===== config.mk =====
export PLATFORM = sky130hd
export DESIGN_NAME = seq_freeze_codec
export DESIGN_NICKNAME = d
export VERILOG_FILES = /design/src/rtl/sfz_pkg.sv /design/src/rtl/sfz_enc.sv /design/src/rtl/sfz_dec.sv /design/src/rtl/seq_freeze_codec.sv
export SDC_FILE = /design/constraint.sdc
export NUM_CORES = 1
export LEC_CHECK = 0
export ABC_AREA = 1
export BUFFER_PORTS_ARGS = -buffer_cell sky130_fd_sc_hd__buf_2
export CAP_MARGIN = 5
export CORE_UTILIZATION = 51
export DETAILED_ROUTE_END_ITERATION = 10
export GPL_TIMING_DRIVEN = 0
export HOLD_SLACK_MARGIN = 0.05
export PLACE_DENSITY = 0.76
export RECOVER_POWER = 50
export SETUP_SLACK_MARGIN = 0.02
export SYNTH_ARGS = -nofsm -noshare
export SYNTH_HDL_FRONTEND = slang
export SYNTH_SLANG_ARGS = --single-unit

===== constraint.sdc =====
create_clock -name clk -period 2.11 [get_ports clk]
set_clock_uncertainty 0.1 [all_clocks]
set_input_delay 0.1055 -clock clk [delete_from_list [all_inputs] [get_ports clk]]
set_output_delay 0.1055 -clock clk [all_outputs]
set_load 0.01 [all_outputs]

===== src/rtl/sfz_pkg.sv =====
// Shared defaults for the sequential address freeze codec.
// Assumes: nothing; holds only constants used as parameter defaults.
package sfz_pkg;
    localparam int unsigned SFZ_ADDR_W_DEF = 32;
    localparam int unsigned SFZ_STRIDE_DEF = 4;
endpackage


===== src/rtl/sfz_enc.sv =====
// Encoder: freezes the address lines and raises the side wire when the
// accepted address is the previous accepted address plus STRIDE.
// Assumes: STRIDE is nonzero and smaller than 2^ADDR_W.
module sfz_enc #(
    parameter int unsigned ADDR_W = sfz_pkg::SFZ_ADDR_W_DEF,
    parameter int unsigned STRIDE = sfz_pkg::SFZ_STRIDE_DEF
) (
    input  logic              clk,
    input  logic              rst_n,
    input  logic [ADDR_W-1:0] addr_in,
    input  logic              addr_vld,
    output logic [ADDR_W-1:0] bus_addr,
    output logic              bus_inc,
    output logic              bus_vld
);
    localparam logic [ADDR_W-1:0] STEP = ADDR_W'(STRIDE);

    logic [ADDR_W-1:0] last_addr;
    logic              have_last;
    logic              in_seq;

    // Decide whether the incoming address continues the sequence.
    always_comb begin
        in_seq = have_last && (addr_in == last_addr + STEP);
    end

    // Drive the bus word and remember the last accepted address.
    always_ff @(posedge clk) begin
        if (!rst_n) begin
            bus_addr  <= '0;
            bus_inc   <= 1'b0;
            bus_vld   <= 1'b0;
            last_addr <= '0;
            have_last <= 1'b0;
        end else if (addr_vld) begin
            bus_inc   <= in_seq;
            bus_vld   <= 1'b1;
            last_addr <= addr_in;
            have_last <= 1'b1;
            if (!in_seq) bus_addr <= addr_in;
        end else begin
            bus_inc <= 1'b0;
            bus_vld <= 1'b0;
        end
    end


    first_plain_chk: assert property (@(posedge clk) disable iff (!rst_n)
        (addr_vld && !have_last) |=> !bus_inc);

    frozen_lines_chk: assert property (@(posedge clk) disable iff (!rst_n)
        (bus_vld && bus_inc) |-> $stable(bus_addr));

    plain_word_chk: assert property (@(posedge clk) disable iff (!rst_n)
        (bus_vld && !bus_inc) |-> (bus_addr == $past(addr_in)));

    idle_hold_chk: assert property (@(posedge clk) disable iff (!rst_n)
        !addr_vld |=> ($stable(bus_addr) && !bus_vld && !bus_inc));
endmodule


===== src/rtl/sfz_dec.sv =====
// Decoder: rebuilds the address from the bus word, adding STRIDE to its
// own last decoded address when the side wire is high.
// Assumes: the bus word comes from an sfz_enc with the same parameters.
module sfz_dec #(
    parameter int unsigned ADDR_W = sfz_pkg::SFZ_ADDR_W_DEF,
    parameter int unsigned STRIDE = sfz_pkg::SFZ_STRIDE_DEF
) (
    input  logic              clk,
    input  logic              rst_n,
    input  logic [ADDR_W-1:0] bus_addr,
    input  logic              bus_inc,
    input  logic              bus_vld,
    output logic [ADDR_W-1:0] dec_addr,
    output logic              dec_vld
);
    localparam logic [ADDR_W-1:0] STEP = ADDR_W'(STRIDE);

    // Rebuild the address and hold it between words.
    always_ff @(posedge clk) begin
        if (!rst_n) begin
            dec_addr <= '0;
            dec_vld  <= 1'b0;
        end else begin
            dec_vld <= bus_vld;
            if (bus_vld) dec_addr <= bus_inc ? dec_addr + STEP : bus_addr;
        end
    end


    local_step_chk: assert property (@(posedge clk) disable iff (!rst_n)
        (bus_vld && bus_inc) |=> (dec_addr == $past(dec_addr) + STEP));

    plain_take_chk: assert property (@(posedge clk) disable iff (!rst_n)
        (bus_vld && !bus_inc) |=> (dec_addr == $past(bus_addr)));
endmodule


===== src/rtl/seq_freeze_codec.sv =====
// Top: encoder and decoder of one point-to-point address link, with the
// encoded lines brought out for observation.
// Assumes: STRIDE is nonzero; one address per cycle at most.
module seq_freeze_codec #(
    parameter int unsigned ADDR_W = sfz_pkg::SFZ_ADDR_W_DEF,
    parameter int unsigned STRIDE = sfz_pkg::SFZ_STRIDE_DEF
) (
    input  logic              clk,
    input  logic              rst_n,
    input  logic [ADDR_W-1:0] addr_in,
    input  logic              addr_vld,
    output logic [ADDR_W-1:0] bus_addr,
    output logic              bus_inc,
    output logic              bus_vld,
    output logic [ADDR_W-1:0] dec_addr,
    output logic              dec_vld
);
    sfz_enc #(.ADDR_W(ADDR_W), .STRIDE(STRIDE)) u_enc (
        .clk(clk), .rst_n(rst_n), .addr_in(addr_in), .addr_vld(addr_vld),
        .bus_addr(bus_addr), .bus_inc(bus_inc), .bus_vld(bus_vld)
    );

    sfz_dec #(.ADDR_W(ADDR_W), .STRIDE(STRIDE)) u_dec (
        .clk(clk), .rst_n(rst_n), .bus_addr(bus_addr), .bus_inc(bus_inc),
        .bus_vld(bus_vld), .dec_addr(dec_addr), .dec_vld(dec_vld)
    );


    pipe_vld_chk: assert property (@(posedge clk) disable iff (!rst_n)
        addr_vld |=> bus_vld);
endmodule


==> metrics.yaml, run 1 <==
outcome: "complete, but fails checks"
violations: "setup timing"
cts.sinks: 100
die_x_microns: 110
dp.cells: 1203
rsz0062_at_grt: "true"
place.gp.congestion: 1.01
clock-root-buffer: "clkbuf_16"
synth_cell_types: 34
synth_nets: 998
fin_tns_setup_ns: -8.93
critPathMaxFanout: 10
worstSkewPairLatency_ns: 0.37
tightest_slew_ns: 0.688
postLayoutCoreUtil_pct: 67.9
grt_pass1_vias: 6047
fin_crit_ns: 2.42
power_density_nw_per_um2: 593
slew_headroom_pct: 54.1
setup-violations-final: 37
drive_gt1_share_pct: 15.9
antenna_found_initial: 0
ant_nets: 0
final_max_slew_viol_count: 0
hold_class: "in2reg"
crit_path_end_kind: "flop"
fmax_mhz: 413
avgSynthCellArea_sq_um: 6.17
groute.usage.overall_pct: 31.9
coreArea_sq_um: 11400
fill_cells: 1051
ys_seq_area_share_pct: 33.8
instances_no_fill: 1270
grt_max_degree: 17
globalRouteOverflowTotal: 0
peakVddDrop_uv: 482
crit_type: "reg2reg"
synth_seq_cells: 100
die_y_microns: 110
path_clk_slew_ns: 0.08
syn2layout_area_growth_pct: 30.1
vias: 6697
synth_area_sq_um: 5930
first_pass_iters: 5
antenna_cells_inserted: 0
drt_iter0_markers: 589
cts_tree: "yes"
cp.arrival_ns: 2.57
post-dp-hpwl_microns: 13400
hold_viol_final: 0
cap_violations: 0
avgRoutedWirePerCell_microns: 14.7
cp.required_ns: 2.26
row_count: 39
viasPerCell: 5.27
io_buffers: 99
die_area_sq_um: 12100
synth_cells: 961
start_util_pct: 52.1
critPathLaunchType: "flop"
drt-total-wl_microns: 18700
final.period_utilization_pct: 115
htree_num_levels: 3
grt_pass1_wl_microns: 29300
ys_warn_count: 0
postLayoutSetupSlackWorst_ns: -0.309
cts-buffers-inserted: 9
cts_buffer_depth: 2
ios: 102
drc: 0
fin_nets: 1159
dp_slack_ns: -0.341
p_leak_uw: 0.00331
[registers in the layout, indices dropped and copies added (netlist names)]
signal,flops
u_dec.dec_addr,32
u_enc.bus_addr,32
u_enc.last_addr,32
u_dec.dec_vld,1
u_enc.bus_inc,1
u_enc.bus_vld,1
u_enc.have_last,1
[Yosys cell counts]
cell      count  share of area (%)
o21a_1        1               0.13
and2_1        1               0.11
nand2_2       4               0.42
o21ai_0      48                4.1
nand2_1     274                 17
inv_2         1              0.063
o221ai_1      2               0.30
buf_6         3               0.57
a221oi_1      1               0.15
a21oi_1      75                6.3
ha_1          2               0.42
xnor2_1      18                2.7
a31oi_1       8               0.84
nor2_2        4               0.42
or2_2         3               0.32
a211oi_1      3               0.38
nand3_1      67                5.7
clkbuf_1     27                1.7
dfxtp_1     100                 34
o21bai_1      5               0.63
inv_1        95                6.0
nand4_1       9               0.95
a31o_2        1               0.15
nor2_4        4               0.76
nor3b_1       1               0.13
nor4_1        3               0.32
nor3_1       18                1.5
a21o_1        1               0.13
buf_1         6               0.38
buf_2         5               0.42
nor2_1      143                9.1
xor2_1       17                2.5
o211ai_1      7               0.89
nand3b_1      4               0.51
[critical path: stages (launching register included)]
cell      delay [ns]
dfxtp_1         0.43
nand2_1         0.14
nor2_4          0.16
nand3b_1        0.17
nor2_2          0.18
nand2_1         0.09
nand3_1         0.08
nand2_1         0.05
nor2_1          0.09
nand2_1         0.07
nor2_2          0.13
nand2_2         0.09
buf_8           0.16
buf_6           0.15
a21oi_1         0.12
nor2_1          0.07
[power breakdown]
part           total (uW)  switching (uW)  internal (uW)
sequential           2140             138           2000
clock                1730             776            950
combinational         715             421            294
total                4580            1330           3240
[logic make-up (layout without fill, tap and decap cells)]
logic type	Yosys count	in the layout	synth area share, %
flops	100	100	33.8
simple gates	535	535	37.5
compound gates	152	152	14.0
buf+inv	137	303	9.16
xor+xnor	35	35	5.17
fa+ha+maj	2	2	0.422
[per-layer routing]
metal,global-route usage (%),share of wire (%),vias to the layer above
met2,53.9,47,245
met4,14.2,3.7,0
li1,-,-,3404
met3,3.38,6.2,51
met1,40.7,44,2997
met5,0,0,-
[path summary, 6_finish.rpt]
check / start / to / slack [ns] / cells past startpoint
max: u_enc.last_addr[8]$_SDFFE_PN0P_ / u_enc.bus_addr[24]$_SDFFE_PN0P_ / -0.31 / 15
min: addr_in[5] / u_enc.last_addr[5]$_SDFFE_PN0P_ / 0.06 / 3
max reg2reg: u_enc.last_addr[8]$_SDFFE_PN0P_ / u_enc.bus_addr[24]$_SDFFE_PN0P_ / -0.31 / 15
min reg2reg: u_enc.have_last$_SDFFE_PN0P_ / u_enc.have_last$_SDFFE_PN0P_ / 0.37 / 2
[cell usage in the layout, fill, tap and decap left out, types with 4 or more instances in the layout]
master	n
xor2_1	17
inv_1	94
o211ai_1	7
nand4_1	9
nand3_1	59
nand3b_1	4
o21ai_1	4
nand2_2	10
nor2_4	12
clkbuf_16	10
nand3_2	7
nor3_1	16
dfxtp_2	9
nor2_1	126
buf_6	4
nor2_2	13
o21bai_1	5
dfxtp_1	88
buf_1	6
buf_2	43
a31oi_1	8
a21oi_1	54
o21ai_0	44
xnor2_1	18
a21oi_2	21
clkbuf_1	83
dlygate4sd3_1	31
nand2_4	5
buf_4	18
nand2_1	263
[through the flow]
stage | hold WS [ns] | power (uW) | instance area [sq um]
6_report | 0.0614 | 4580 | 7710
4_1_cts | 0.0571 | 4560 | 7550
3_5_place_dp | 0.310 | 2800 | 6640
3_3_place_gp | 0.304 | 2790 | 6640
2_1_floorplan | 0.154 | 2560 | 5970
5_1_grt | 0.0876 | 4770 | 7710
[area by class of cell]
class,count,area [sq um],share of cell area [%]
plain buffers,41,218,2.82
clock buffers,10,239,3.10
clock inverters,6,63.8,0.827
inverters,96,360,4.67
multi-input cells,724,3700,48.0
flip-flops and latches,100,2020,26.2
well taps,143,179,2.32
repair buffers,150,927,12.0
[repair_timing]
action | 4_1_cts | 5_1_grt
hold endpoints to repair | 47 | 0
gates cloned | 2 | 1
pin swaps | 28 | 20
hold buffers | 31 | 0
gates resized for setup | 61 | 52
setup endpoints to repair | 41 | 43
setup buffers | 11 | 7
Power figures use the tool's default switching activity.
==> run 2, diff against run 1 <==
==> constraint.sdc (replaced) <==
create_clock -name clk -period 2 [get_ports clk]
set_clock_uncertainty 0.1 [all_clocks]
set_input_delay 0.1 -clock clk [delete_from_list [all_inputs] [get_ports clk]]
set_output_delay 0.1 -clock clk [all_outputs]
set_load 0.01 [all_outputs]
==> metrics.yaml, run 2 (same netlist as run 1, synthesis figures left out) <==
die_area_sq_um: 12100
drive_gt1_share_pct: 18.1
fill_cells: 1021
post-dp-hpwl_microns: 13600
mostFrequentLayoutCell: "nand2_1"
cp.required_ns: 2.16
final_max_slew_viol_count: 0
drt-total-wl_microns: 19300
outcome: "complete, but fails checks"
cts.sinks: 100
path_clk_slew_ns: 0.07
violations: "setup timing"
cts-buffers-inserted: 9
clock-root-buffer: "clkbuf_16"
peakVddDrop_uv: 472
tightest_slew_ns: 0.772
drc: 0
place.gp.congestion: 0.957
cp_cell_sequence: "nand2_1 > nor2_1 > nand2_1 > nor2_1 > nand3_1 > nand3_1 > nand2_1 > nor2_1 > nand2_1 > nor2_2 > nand2_2 > buf_8 > buf_6 > a21oi_1 > nor2_1"
grt_max_degree: 18
crit_path_end_kind: "flop"
cts_tree: "yes"
postLayoutCoreUtil_pct: 68.6
final.period_utilization_pct: 121
groute.usage.overall_pct: 32.2
ff_latch_area_sq_um: 2030
postLayoutSetupSlackWorst_ns: -0.415
p_leak_uw: 0.00331
dp_slack_ns: -0.420
critPathLaunchType: "flop"
syn2layout_area_growth_pct: 31.6
io_buffers: 99
hold_class: "in2reg"
vias: 6874
die_y_microns: 110
drt_iter0_markers: 574
globalRouteOverflowTotal: 0
antenna_cells_inserted: 0
rsz0062_at_grt: "true"
layout_common_cells: "262 x nand2_1, 120 x nor2_1, 94 x inv_1"
avgRoutedWirePerCell_microns: 15.1
instances_no_fill: 1274
slew_headroom_pct: 48.5
fin_crit_ns: 2.42
cts_buffer_depth: 2
fin_tns_setup_ns: -13.48
htree_num_levels: 3
die_x_microns: 110
ant_nets: 0
cp.arrival_ns: 2.58
dp.cells: 1203
reg_top3: "u_dec.dec_addr x32, u_enc.bus_addr x32, u_enc.last_addr x32"
start_util_pct: 52.1
ios: 102
crit_path_max_incr_delay_ns: 0.46
first_pass_iters: 5
hold_viol_final: 0
cap_violations: 0
crit_type: "reg2reg"
viasPerCell: 5.40
worstSkewPairLatency_ns: 0.36
power_density_nw_per_um2: 641
grt_pass1_wl_microns: 29500
grt_pass1_vias: 6139
critPathMaxFanout: 10
row_count: 39
setup-violations-final: 41
multi_input_area_sq_um: 3730
antenna_found_initial: 0
slowest_stage: "dfxtp_1"
coreArea_sq_um: 11400
fmax_mhz: 414
fin_nets: 1163
run 2: where the power goes:
group          internal [uW]  switching (uW)  leakage, uW
registers               2110             150     0.000830
clock network           1110             859     0.000154
logic                    319             457      0.00233
run 2: area by class of cell:
class                      instances  share of cell area [%]
multi-input combinational        724                    47.9
sequential                       100                    26.0
timing repair buffer             154                    12.2
inverter                          96                    4.62
clock buffer                       9                    2.89
buffer                            41                    2.81
tap                              143                    2.29
clock inverter                     7                    1.28
run 2: repair_timing:
item                       in CTS  in global routing
hold endpoints to repair       56                  0
setup endpoints to repair      46                 53
setup buffers                   9                 12
resized for setup              37                 80
gates cloned                    2                  1
hold buffers                   31                  0
pin swaps                       8                 39
run 2: stage by stage:
step / total power, uW / hold WS [ns] / area (sq um)
6_report: 5000 / 0.0484 / 7800
5_1_grt: 5170 / 0.0814 / 7800
4_1_cts: 4950 / 0.0597 / 7540
3_5_place_dp: 2970 / 0.310 / 6700
3_3_place_gp: 2950 / 0.295 / 6700
2_1_floorplan: 2710 / 0.149 / 6030
run 2: critical path, delay by kind of cell, from the launching register on:
family / cells / cell delay (ns)
simple gates: 12 / 1.31
compound gates: 1 / 0.13
buf+inv: 2 / 0.30
flops: 1 / 0.46
run 2: layer usage:
layer / routed length [microns] / vias to the layer above / global-route usage (%)
met2: 9160 / 294 / 53.1
met3: 1220 / 46 / 4.62
met1: 8210 / 3124 / 40.5
met5: 0 / - / 0
met4: 682 / 0 / 16.9
li1: - / 3410 / -
run 2: path summary, 6_finish.rpt:
path	endpoint	from	cells after the start	slack, ns
worst max-delay path	u_enc.bus_addr[28]$_SDFFE_PN0P_	u_enc.last_addr[17]$_SDFFE_PN0P_	15	-0.42
worst min-delay path	u_enc.bus_addr[6]$_SDFFE_PN0P_	addr_in[6]	5	0.05
worst max register to register	u_enc.bus_addr[28]$_SDFFE_PN0P_	u_enc.last_addr[17]$_SDFFE_PN0P_	15	-0.42
worst min register to register	u_enc.have_last$_SDFFE_PN0P_	u_enc.have_last$_SDFFE_PN0P_	2	0.36
